`config.mk`:
```
export PLATFORM = sky130hd
export DESIGN_NAME = coup_cache_ctl
export DESIGN_NICKNAME = d
export VERILOG_FILES = /design/src/rtl/coup_pkg.sv /design/src/rtl/coup_update_alu.sv /design/src/rtl/coup_line_table.sv /design/src/rtl/coup_mshr.sv /design/src/rtl/coup_cache_ctl.sv
export SDC_FILE = /design/constraint.sdc
export NUM_CORES = 1
export LEC_CHECK = 0
export ABC_AREA = 1
export BUFFER_PORTS_ARGS = -buffer_cell sky130_fd_sc_hd__buf_2
export CELL_PAD_IN_SITES_DETAIL_PLACEMENT = 1
export CELL_PAD_IN_SITES_GLOBAL_PLACEMENT = 2
export CORE_MARGIN = 2
export CORE_UTILIZATION = 35
export DETAILED_ROUTE_END_ITERATION = 16
export PLACE_DENSITY_LB_ADDON = 0.1
export SETUP_SLACK_MARGIN = 0.02
export SYNTH_ARGS = -nofsm -noshare
export SYNTH_HDL_FRONTEND = slang
export SYNTH_SLANG_ARGS = --single-unit
```
`constraint.sdc`:
```
create_clock -name clk -period 4.05 [get_ports clk]
set_clock_uncertainty 0.15 [all_clocks]
set_input_delay 0.2025 -clock clk [delete_from_list [all_inputs] [get_ports clk]]
set_output_delay 0.2025 -clock clk [all_outputs]
set_load 0.05 [all_outputs]
```
`src/rtl/coup_pkg.sv`:
```
package coup_pkg;
  typedef enum logic [1:0] {ST_I = 2'd0, ST_S = 2'd1, ST_M = 2'd2, ST_U = 2'd3} lstate_t;
  typedef enum logic [1:0] {OP_LD = 2'd0, OP_ST = 2'd1, OP_CADD = 2'd2, OP_COR = 2'd3} cop_t;
  localparam logic [1:0] GET_S = 2'd0;
  localparam logic [1:0] GET_M = 2'd1;
  localparam logic [1:0] GET_U = 2'd2;
  localparam logic [1:0] RPL_ACK  = 2'd0;
  localparam logic [1:0] RPL_FULL = 2'd1;
  localparam logic [1:0] RPL_PART = 2'd2;
  localparam logic SNP_INV = 1'b0;
  localparam logic SNP_DG  = 1'b1;
endpackage

```
`src/rtl/coup_update_alu.sv`:
```
module coup_update_alu #(
  parameter int DATA_W = 16
) (
  input  logic              is_or,
  input  logic              from_ident,
  input  logic [DATA_W-1:0] acc,
  input  logic [DATA_W-1:0] operand,
  output logic [DATA_W-1:0] result
);
  function automatic logic [DATA_W-1:0] ident(input logic use_or);
    ident = use_or ? '0 : '0;
  endfunction

  function automatic logic [DATA_W-1:0] merge(input logic use_or,
                                              input logic [DATA_W-1:0] a,
                                              input logic [DATA_W-1:0] b);
    merge = use_or ? (a | b) : (a + b);
  endfunction

  assign result = merge(is_or, from_ident ? ident(is_or) : acc, operand);
endmodule

```
`src/rtl/coup_line_table.sv`:
```
module coup_line_table import coup_pkg::*; #(
  parameter int LINES  = 4,
  parameter int TAG_W  = 4,
  parameter int DATA_W = 16,
  localparam int IDX_W = $clog2(LINES)
) (
  input  logic              clk,
  input  logic              rst_n,
  input  logic [IDX_W-1:0]  a_idx,
  output lstate_t           a_st,
  output logic [TAG_W-1:0]  a_tag,
  output logic [DATA_W-1:0] a_dat,
  output logic              a_or,
  input  logic [IDX_W-1:0]  b_idx,
  output lstate_t           b_st,
  output logic [TAG_W-1:0]  b_tag,
  output logic [DATA_W-1:0] b_dat,
  output logic              b_or,
  input  logic              we,
  input  logic [IDX_W-1:0]  w_idx,
  input  lstate_t           w_st,
  input  logic [TAG_W-1:0]  w_tag,
  input  logic [DATA_W-1:0] w_dat,
  input  logic              w_or
);
  lstate_t           st_q  [LINES];
  logic [TAG_W-1:0]  tag_q [LINES];
  logic [DATA_W-1:0] dat_q [LINES];
  logic              or_q  [LINES];
  logic [LINES-1:0]  wen;

  for (genvar g = 0; g < LINES; g++) begin : g_wdec
    assign wen[g] = we && (w_idx == IDX_W'(g));
  end

  always_ff @(posedge clk) begin
    for (int k = 0; k < LINES; k++) begin
      if (!rst_n) begin
        st_q[k]  <= ST_I;
        tag_q[k] <= '0;
        dat_q[k] <= '0;
        or_q[k]  <= 1'b0;
      end else if (wen[k]) begin
        st_q[k]  <= w_st;
        tag_q[k] <= w_tag;
        dat_q[k] <= w_dat;
        or_q[k]  <= w_or;
      end
    end
  end

  assign a_st  = st_q[a_idx];
  assign a_tag = tag_q[a_idx];
  assign a_dat = dat_q[a_idx];
  assign a_or  = or_q[a_idx];
  assign b_st  = st_q[b_idx];
  assign b_tag = tag_q[b_idx];
  assign b_dat = dat_q[b_idx];
  assign b_or  = or_q[b_idx];
endmodule

```
`src/rtl/coup_mshr.sv`:
```
module coup_mshr #(
  parameter int ADDR_W = 6,
  parameter int DATA_W = 16
) (
  input  logic              clk,
  input  logic              rst_n,
  input  logic              set,
  input  logic              clr,
  input  logic [1:0]        in_op,
  input  logic [ADDR_W-1:0] in_addr,
  input  logic [DATA_W-1:0] in_wdata,
  output logic              pend,
  output logic [1:0]        p_op,
  output logic [ADDR_W-1:0] p_addr,
  output logic [DATA_W-1:0] p_wdata
);
  always_ff @(posedge clk) begin
    if (!rst_n) begin
      pend    <= 1'b0;
      p_op    <= '0;
      p_addr  <= '0;
      p_wdata <= '0;
    end else if (set) begin
      pend    <= 1'b1;
      p_op    <= in_op;
      p_addr  <= in_addr;
      p_wdata <= in_wdata;
    end else if (clr) begin
      pend    <= 1'b0;
    end
  end
endmodule

```
`src/rtl/coup_cache_ctl.sv`:
```
module coup_cache_ctl import coup_pkg::*; #(
  parameter int LINES  = 4,
  parameter int ADDR_W = 6,
  parameter int DATA_W = 16
) (
  input  logic              clk,
  input  logic              rst_n,
  input  logic              req_valid,
  input  logic [1:0]        req_op,
  input  logic [ADDR_W-1:0] req_addr,
  input  logic [DATA_W-1:0] req_wdata,
  output logic              req_ready,
  output logic              resp_valid,
  output logic [DATA_W-1:0] resp_data,
  output logic              dir_req_valid,
  output logic [1:0]        dir_req_kind,
  output logic [ADDR_W-1:0] dir_req_addr,
  output logic              dir_req_upd_or,
  input  logic              grant_valid,
  input  logic [DATA_W-1:0] grant_data,
  input  logic              snp_valid,
  input  logic              snp_kind,
  input  logic [ADDR_W-1:0] snp_addr,
  output logic              out_valid,
  output logic [1:0]        out_kind,
  output logic              out_evict,
  output logic [ADDR_W-1:0] out_addr,
  output logic [DATA_W-1:0] out_data,
  output logic              out_upd_or
);
  localparam int IDX_W = $clog2(LINES);
  localparam int TAG_W = ADDR_W - IDX_W;

  // Core-side decode
  logic [IDX_W-1:0] c_idx;
  logic [TAG_W-1:0] c_tag;
  lstate_t a_st, b_st;
  logic [TAG_W-1:0] a_tag, b_tag;
  logic [DATA_W-1:0] a_dat, b_dat;
  logic a_or, b_or;

  assign c_idx = req_addr[IDX_W-1:0];
  assign c_tag = req_addr[ADDR_W-1:IDX_W];

  // Snoop-side decode
  logic [IDX_W-1:0] s_idx;
  logic [TAG_W-1:0] s_tag;
  assign s_idx = snp_addr[IDX_W-1:0];
  assign s_tag = snp_addr[ADDR_W-1:IDX_W];

  // Outstanding request
  logic pend;
  logic [1:0] p_op;
  logic [ADDR_W-1:0] p_addr;
  logic [DATA_W-1:0] p_wdata;

  // Named events
  logic c_match, is_upd, u_or;
  logic hit_read, hit_write, hit_u_local, hit_m_upd, c_hit;
  logic accept, miss_issue, victim_wb, g_take, s_match;
  logic [DATA_W-1:0] alu_core, alu_fill, hit_dat, fill_dat;
  lstate_t fill_st, s_next;
  logic [1:0] s_rpl;

  assign req_ready   = !pend && !snp_valid;
  assign accept      = req_valid && req_ready;
  assign is_upd      = req_op[1];
  assign u_or        = req_op[0];
  assign c_match     = (a_st != ST_I) && (a_tag == c_tag);
  assign hit_read    = (req_op == OP_LD) && c_match && (a_st == ST_S || a_st == ST_M);
  assign hit_write   = (req_op == OP_ST) && c_match && (a_st == ST_M);
  assign hit_u_local = is_upd && c_match && (a_st == ST_U) && (a_or == u_or);
  assign hit_m_upd   = is_upd && c_match && (a_st == ST_M);
  assign c_hit       = hit_read || hit_write || hit_u_local || hit_m_upd;
  assign miss_issue  = accept && !c_hit;
  assign victim_wb   = (a_st == ST_M) || (a_st == ST_U);
  assign g_take      = grant_valid && pend && !snp_valid;
  assign s_match     = (b_st != ST_I) && (b_tag == s_tag);

  coup_update_alu #(.DATA_W(DATA_W)) u_alu_core (
    .is_or(u_or), .from_ident(1'b0), .acc(a_dat), .operand(req_wdata), .result(alu_core)
  );

  coup_update_alu #(.DATA_W(DATA_W)) u_alu_fill (
    .is_or(p_op[0]), .from_ident(1'b1), .acc(grant_data), .operand(p_wdata), .result(alu_fill)
  );

  always_comb begin
    case (req_op)
      OP_LD:   hit_dat = a_dat;
      OP_ST:   hit_dat = req_wdata;
      default: hit_dat = alu_core;
    endcase
    case (p_op)
      OP_LD:   begin fill_st = ST_S; fill_dat = grant_data; end
      OP_ST:   begin fill_st = ST_M; fill_dat = p_wdata;    end
      default: begin fill_st = ST_U; fill_dat = alu_fill;   end
    endcase
  end

  // Snoop outcome
  always_comb begin
    s_rpl  = RPL_ACK;
    s_next = b_st;
    if (s_match) begin
      if (b_st == ST_M) s_rpl = RPL_FULL;
      else if (b_st == ST_U) s_rpl = RPL_PART;
      if (snp_kind == SNP_INV) s_next = ST_I;
      else if (b_st == ST_M) s_next = ST_S;
      else if (b_st == ST_U) s_next = ST_I;
    end
  end

  // Table write selection: message > grant > core
  logic w_en;
  logic [IDX_W-1:0] w_idx;
  lstate_t w_st;
  logic [TAG_W-1:0] w_tag;
  logic [DATA_W-1:0] w_dat;
  logic w_or;

  always_comb begin
    w_en  = 1'b0;
    w_idx = c_idx;
    w_st  = a_st;
    w_tag = a_tag;
    w_dat = a_dat;
    w_or  = a_or;
    if (snp_valid) begin
      w_en  = s_match;
      w_idx = s_idx;
      w_st  = s_next;
      w_tag = b_tag;
      w_dat = b_dat;
      w_or  = b_or;
    end else if (g_take) begin
      w_en  = 1'b1;
      w_idx = p_addr[IDX_W-1:0];
      w_st  = fill_st;
      w_tag = p_addr[ADDR_W-1:IDX_W];
      w_dat = fill_dat;
      w_or  = p_op[0];
    end else if (accept) begin
      w_en  = 1'b1;
      w_st  = c_hit ? a_st : ST_I;
      w_dat = c_hit ? hit_dat : a_dat;
    end
  end

  coup_line_table #(.LINES(LINES), .TAG_W(TAG_W), .DATA_W(DATA_W)) u_table (
    .clk(clk), .rst_n(rst_n),
    .a_idx(c_idx), .a_st(a_st), .a_tag(a_tag), .a_dat(a_dat), .a_or(a_or),
    .b_idx(s_idx), .b_st(b_st), .b_tag(b_tag), .b_dat(b_dat), .b_or(b_or),
    .we(w_en), .w_idx(w_idx), .w_st(w_st), .w_tag(w_tag), .w_dat(w_dat), .w_or(w_or)
  );

  coup_mshr #(.ADDR_W(ADDR_W), .DATA_W(DATA_W)) u_mshr (
    .clk(clk), .rst_n(rst_n), .set(miss_issue), .clr(g_take),
    .in_op(req_op), .in_addr(req_addr), .in_wdata(req_wdata),
    .pend(pend), .p_op(p_op), .p_addr(p_addr), .p_wdata(p_wdata)
  );

  // Registered outputs
  always_ff @(posedge clk) begin
    if (!rst_n) begin
      resp_valid     <= 1'b0;
      resp_data      <= '0;
      dir_req_valid  <= 1'b0;
      dir_req_kind   <= GET_S;
      dir_req_addr   <= '0;
      dir_req_upd_or <= 1'b0;
      out_valid      <= 1'b0;
      out_kind       <= RPL_ACK;
      out_evict      <= 1'b0;
      out_addr       <= '0;
      out_data       <= '0;
      out_upd_or     <= 1'b0;
    end else begin
      resp_valid     <= (accept && c_hit) || g_take;
      resp_data      <= g_take ? fill_dat : hit_dat;
      dir_req_valid  <= miss_issue;
      dir_req_kind   <= is_upd ? GET_U : (req_op == OP_ST ? GET_M : GET_S);
      dir_req_addr   <= req_addr;
      dir_req_upd_or <= is_upd && u_or;
      if (snp_valid) begin
        out_valid  <= 1'b1;
        out_kind   <= s_rpl;
        out_evict  <= 1'b0;
        out_addr   <= snp_addr;
        out_data   <= b_dat;
        out_upd_or <= b_or;
      end else begin
        out_valid  <= miss_issue && victim_wb;
        out_kind   <= (a_st == ST_U) ? RPL_PART : RPL_FULL;
        out_evict  <= 1'b1;
        out_addr   <= {a_tag, c_idx};
        out_data   <= a_dat;
        out_upd_or <= a_or;
      end
    end
  end
endmodule

```
* Word level (Yosys, flattened, before mapping)
Memories as Yosys holds them, arrays and structs flattened. Cells that the tools add are included.
Storage, ports and cells: flip-flop bits (word level) 79, RAM bits 92, input port bits 52, output and inout port bits 55, memories kept 4
Cells by class: $add $sub $neg 1, equality and inequality tests 13, multiplexer cells 69, bitwise gates (word level) 18, reduce and logical (&&, ||, !) cells 38
Memory list:
- u_table.dat_q | words 4, bits a word 16, rd ports 2, clocked after memory_dff 0, write ports 4, RTL line coup_line_table.sv:28 | logic [DATA_W-1:0] dat_q [LINES];
- u_table.tag_q | words 4, bits a word 4, rd ports 2, clocked after memory_dff 0, write ports 4, RTL line coup_line_table.sv:27 | logic [TAG_W-1:0] tag_q [LINES];
- u_table.st_q | words 4, bits a word 2, rd ports 2, clocked after memory_dff 0, write ports 4, RTL line coup_line_table.sv:26 | lstate_t st_q [LINES];
- u_table.or_q | words 4, bits a word 1, rd ports 2, clocked after memory_dff 0, write ports 4, RTL line coup_line_table.sv:29 | logic or_q [LINES];
Operators by type and width (count):
- 16-bit 2-to-1 mux | 12
- 2-bit 2-to-1 mux | 20
- 16-bit case mux with 2 select lines | 1
- 1-bit 2-to-1 mux | 28
- 4-bit 2-to-1 mux | 6
- 1-bit logical AND | 22
- 16-bit adder | 1
- 1-bit bitwise OR | 16
- 16-bit bitwise OR | 1
- 2-bit == test (second input constant) | 6
- 2-bit by 1-bit == test with 1-bit output (second input constant) | 4
- 4-bit == test | 2
- 2-bit zero test | 3
- 1-bit logical OR | 6
- 6-bit 2-to-1 mux | 1
- 2-bit nonzero test | 3
- 2-bit case mux with 2 select lines | 1
- 1-bit zero test | 3
- 2-bit OR reduction | 1
- 1-bit == test | 1
- 1-bit inverter | 1

* Logic depth before layout (Yosys ltp)
An unclocked memory read counts as a cell.
depth after elaboration 13, depth in mapped cells 23

* Cells and area by module
A second synthesis with hierarchy kept.
Second synthesis, totals: cells, all modules 1914, area, all modules 12366.9 sq um
By module, submodules not included:
- coup_line_table | times used 1, cells each 677, area an instance 5131.2 sq um, sequential area each 2752.6 sq um
- coup_cache_ctl | times used 1, cells each 561, area an instance 3427.0 sq um, sequential area each 1081.0 sq um
- coup_update_alu | times used 2, cells each 284, area an instance 1470.2 sq um, sequential area each 0.0 sq um
- coup_mshr | times used 1, cells each 108, area an instance 868.3 sq um, sequential area each 500.5 sq um

* Least setup slack after synthesis
OpenSTA, ideal clock, no wires.
path kind input -> register, start input req_addr[1], end memory u_table.dat_q[0][8], data pin, library setup time 259 ps, arrival 2670 ps, data required time 3641 ps, slack 970 ps, stages on the path 22, buffers on the path 2, cell sequence inv_1 -> buf_2 -> clkbuf_1 -> nand3_1 -> nand2_1 -> inv_1 -> ha_1 -> fa_1 -> nand2_1 -> nand2_1 -> nand3_1 -> nand2_1 -> nand2_1 -> nand2_1 -> nand2_1 -> nand2_1 -> o21ai_0 -> nand3_1 -> nand2_1 -> nand2_1 -> nor2_1 -> nor2_1
RTL lines:
- start, declared | RTL line coup_cache_ctl.sv:10 | input logic [ADDR_W-1:0] req_addr,
- end, declared | RTL line coup_line_table.sv:28

==> metrics <==
Design Power around 0.0048 W; hold buffer count at cts 24; setup TNS 0 ns; GPL Wtd Cong 0.873; Worst Hold Class input pin to flop; Final Max Tran Viols 0; total grt overflow 0; drt wl/cell 21.9 um; largest net degree at the start of global routing 45; die width 175 um; Syn Inst Count approximately 1,300; antenna violations before repair 0; Syn Nets around 1,400; Setup WS post-layout about 0.7 ns; CP Depth 21; dpl hpwl 28,800 um; Setup Fix Bufs, Post-CTS 0; share of layout cells above drive strength 1 17.0%; Area growth, synth to finish 18.3%; mapped cell area 10,200 sq um; Synth Flop Type edfxtp_1; Place WS 0.575 ns; # rows just over 60; initial drt markers 603; actual slew at the worst max-slew pin 0.868 ns; peak supply drop 286 uV; Inst Count DP approximately 1,800; number of I/O port buffers 106; vias in the first global route 10,100; final critical-path share of the clock period between 80% and 90%; worst reg-to-reg path cell count 21; critical path type flop to flop; Initial Util 35.6%; reg-to-reg critical path startpoint u_table.dat_q[1][0]; RSZ-0062 raised after global routing false; Worst Hold Depth 3; Worst-Skew Late Latency 0.44 ns; Yosys warnings 0; vias 9,870; peak fanout along the critical path 4; DRT Pass-1 Iters 5; clock tree sinks 171; Hold Startpoint req_wdata[9]; Synth cell types 43; commonest non-fill, non-tap cells in the layout 351 x nand2_1, 128 x inv_1, 121 x a21oi_1; Area contributors post-synth edfxtp_1 27%, dfxtp_1 16%, nand2_1 13%; syn_area_per_cell 7.74 sq um; CTS Buf Count 17; CTS root buf clkbuf_16; Final Setup Violations 0; CTS max path bufs 2; die area roughly 31,000 sq um; DRC errors left 0; slowest cell delay on critical path 0.48 ns; WP buf/inv 2; P_leak approximately 5.5 nW; register area share after synthesis a little over two fifths; fin nets 1,545; Slowest-stage cell, CP fa_1; crit path launch u_table.dat_q[1][0]; Routed Antenna Nets 0; H-Tree Depth 4; Ant. Diodes 0; post_cts resized 0; Final Hold Vio Count 0; Hold Path End u_mshr.p_wdata[9]; Max Freq roughly 300 MHz; core area 28,800 sq um; most common cell after layout, fill and taps aside nand2_1; Required @ worst endpoint 4.07 ns; I/O Pins 107; GRT Util Overall 27.1%; WHS slightly above 0.0009 ns; first-pass GRT wire length between 60,000 and 70,000 um; crit-path cells nand2_1 > nand3_1 > nand2_1 > inv_1 > ha_1 > fa_1 > nand2_1 > nand2_1 > nand3_1 > nand2_1 > buf_4 > nand2_1 > nand2_1 > nand2_1 > nand2_1 > o21ai_0 > nand3_1 > nand2_1 > nand2_1 > nor2_1 > nor2_1; Die H 175 um; total length of routed wires ~40,000 um; fin cells about 1,900; critical path endpoint category flop; Max-Cap Viols 0; power per cell area 398 nW/um^2; TritonCTS clock tree done; CP dominant cell by count nand2_1; asr flop ratio synth 0%; cell family with most CP delay simple AND/OR/NAND/NOR gates; r2r setup slk 0.70 ns; worst relative slew slack a little over two fifths; Post-synth EDFFs 91; post-synthesis sequential element count 171; leading area contributor after synthesis edfxtp_1; Period minus WS final 3.35 ns; Yosys top cell area share 26.7%; Vias/cell approximately 5.3; crit start category flop; run status completed; Critical Path AT between 3 and 4 ns; reg-to-reg endpoint u_table.dat_q[1][8]; CTS clk-pin slew, worst paths around 0.080 ns
-- layout make-up --
cell class | instances | area, sq um
fillers | 3582 | 16700
flip-flops and latches | 171 | 4330
clock buffers | 19 | 454
repair buffers | 181 | 1230
well taps | 384 | 480
clock inverters | 13 | 105
inverters | 137 | 517
multi-input cells | 946 | 5000
-- state kept, by name (all words and copies together), names as in the netlist, 2 cells and up --
register,flops
u_table.tag_q,16
u_table.st_q,8
dir_req_kind,2
dir_req_addr,6
out_addr,6
out_data,16
u_mshr.p_op,2
u_table.dat_q,64
resp_data,16
out_kind,2
u_mshr.p_wdata,16
u_table.or_q,4
u_mshr.p_addr,6
-- worst max-delay path by stage --
stage	endpoint	slack (ns)
CTS	u_table.dat_q[1][8]	0.69
detailed placement	u_table.dat_q[1][8]	0.58
floorplan	u_table.dat_q[0][8]	0.97
finish	u_table.dat_q[1][8]	0.70
global placement	u_table.dat_q[3][4]	0.61
global route	u_table.dat_q[1][8]	0.31
-- Yosys cell counts, types with 17 or more instances --
cell type    n
nand3_1     91
nand2_1    351
a21oi_1    121
buf_2       17
o22ai_1     27
clkbuf_1    29
a21oi_2     30
o21ai_0     85
dfxtp_1     80
edfxtp_1    91
nor2_1     105
ha_1        38
inv_1      127
-- cell families after synthesis --
kind of cell / share of synthesized area (%)
and+or+nand+nor: 25.2
AOI/OAI and AO/OA: 18.1
buffers and inverters: 8.92
DFF: 42.3
adders and majority gates: 4.84
xor gates and xnor gates: 0.513
muxes: 0.0977
-- routing by layer --
metal  vias to the layer above  global-route usage [%]  wire (um)
met5                         -                       0          0
met3                        59                    4.11       1870
met4                         0                    10.3       1390
li1                       4685                       -          -
met2                       274                    46.0      19300
met1                      4852                    34.7      18000
-- tightest hold or removal path: stages --
cell     delay, ns
buf_2         0.11
inv_1         0.10
a21oi_1       0.14
-- through the flow --
step / util, % / cell area (sq um)
floorplan: - / 10200
global placement: 39.3 / 11300
detailed placement: 39.3 / 11300
CTS: 42.1 / 12100
global route: 42.1 / 12100
finish: 42.1 / 12100
-- power by group --
group,internal (W),switching (W),leakage (nW),total (W)
combinational,0.000344,0.000857,3.64,0.00120
clock,0.000839,0.000790,0.278,0.00163
sequential,0.00195,0.0000513,1.61,0.00200
Note: power is estimated with default switching activity, not from simulation.
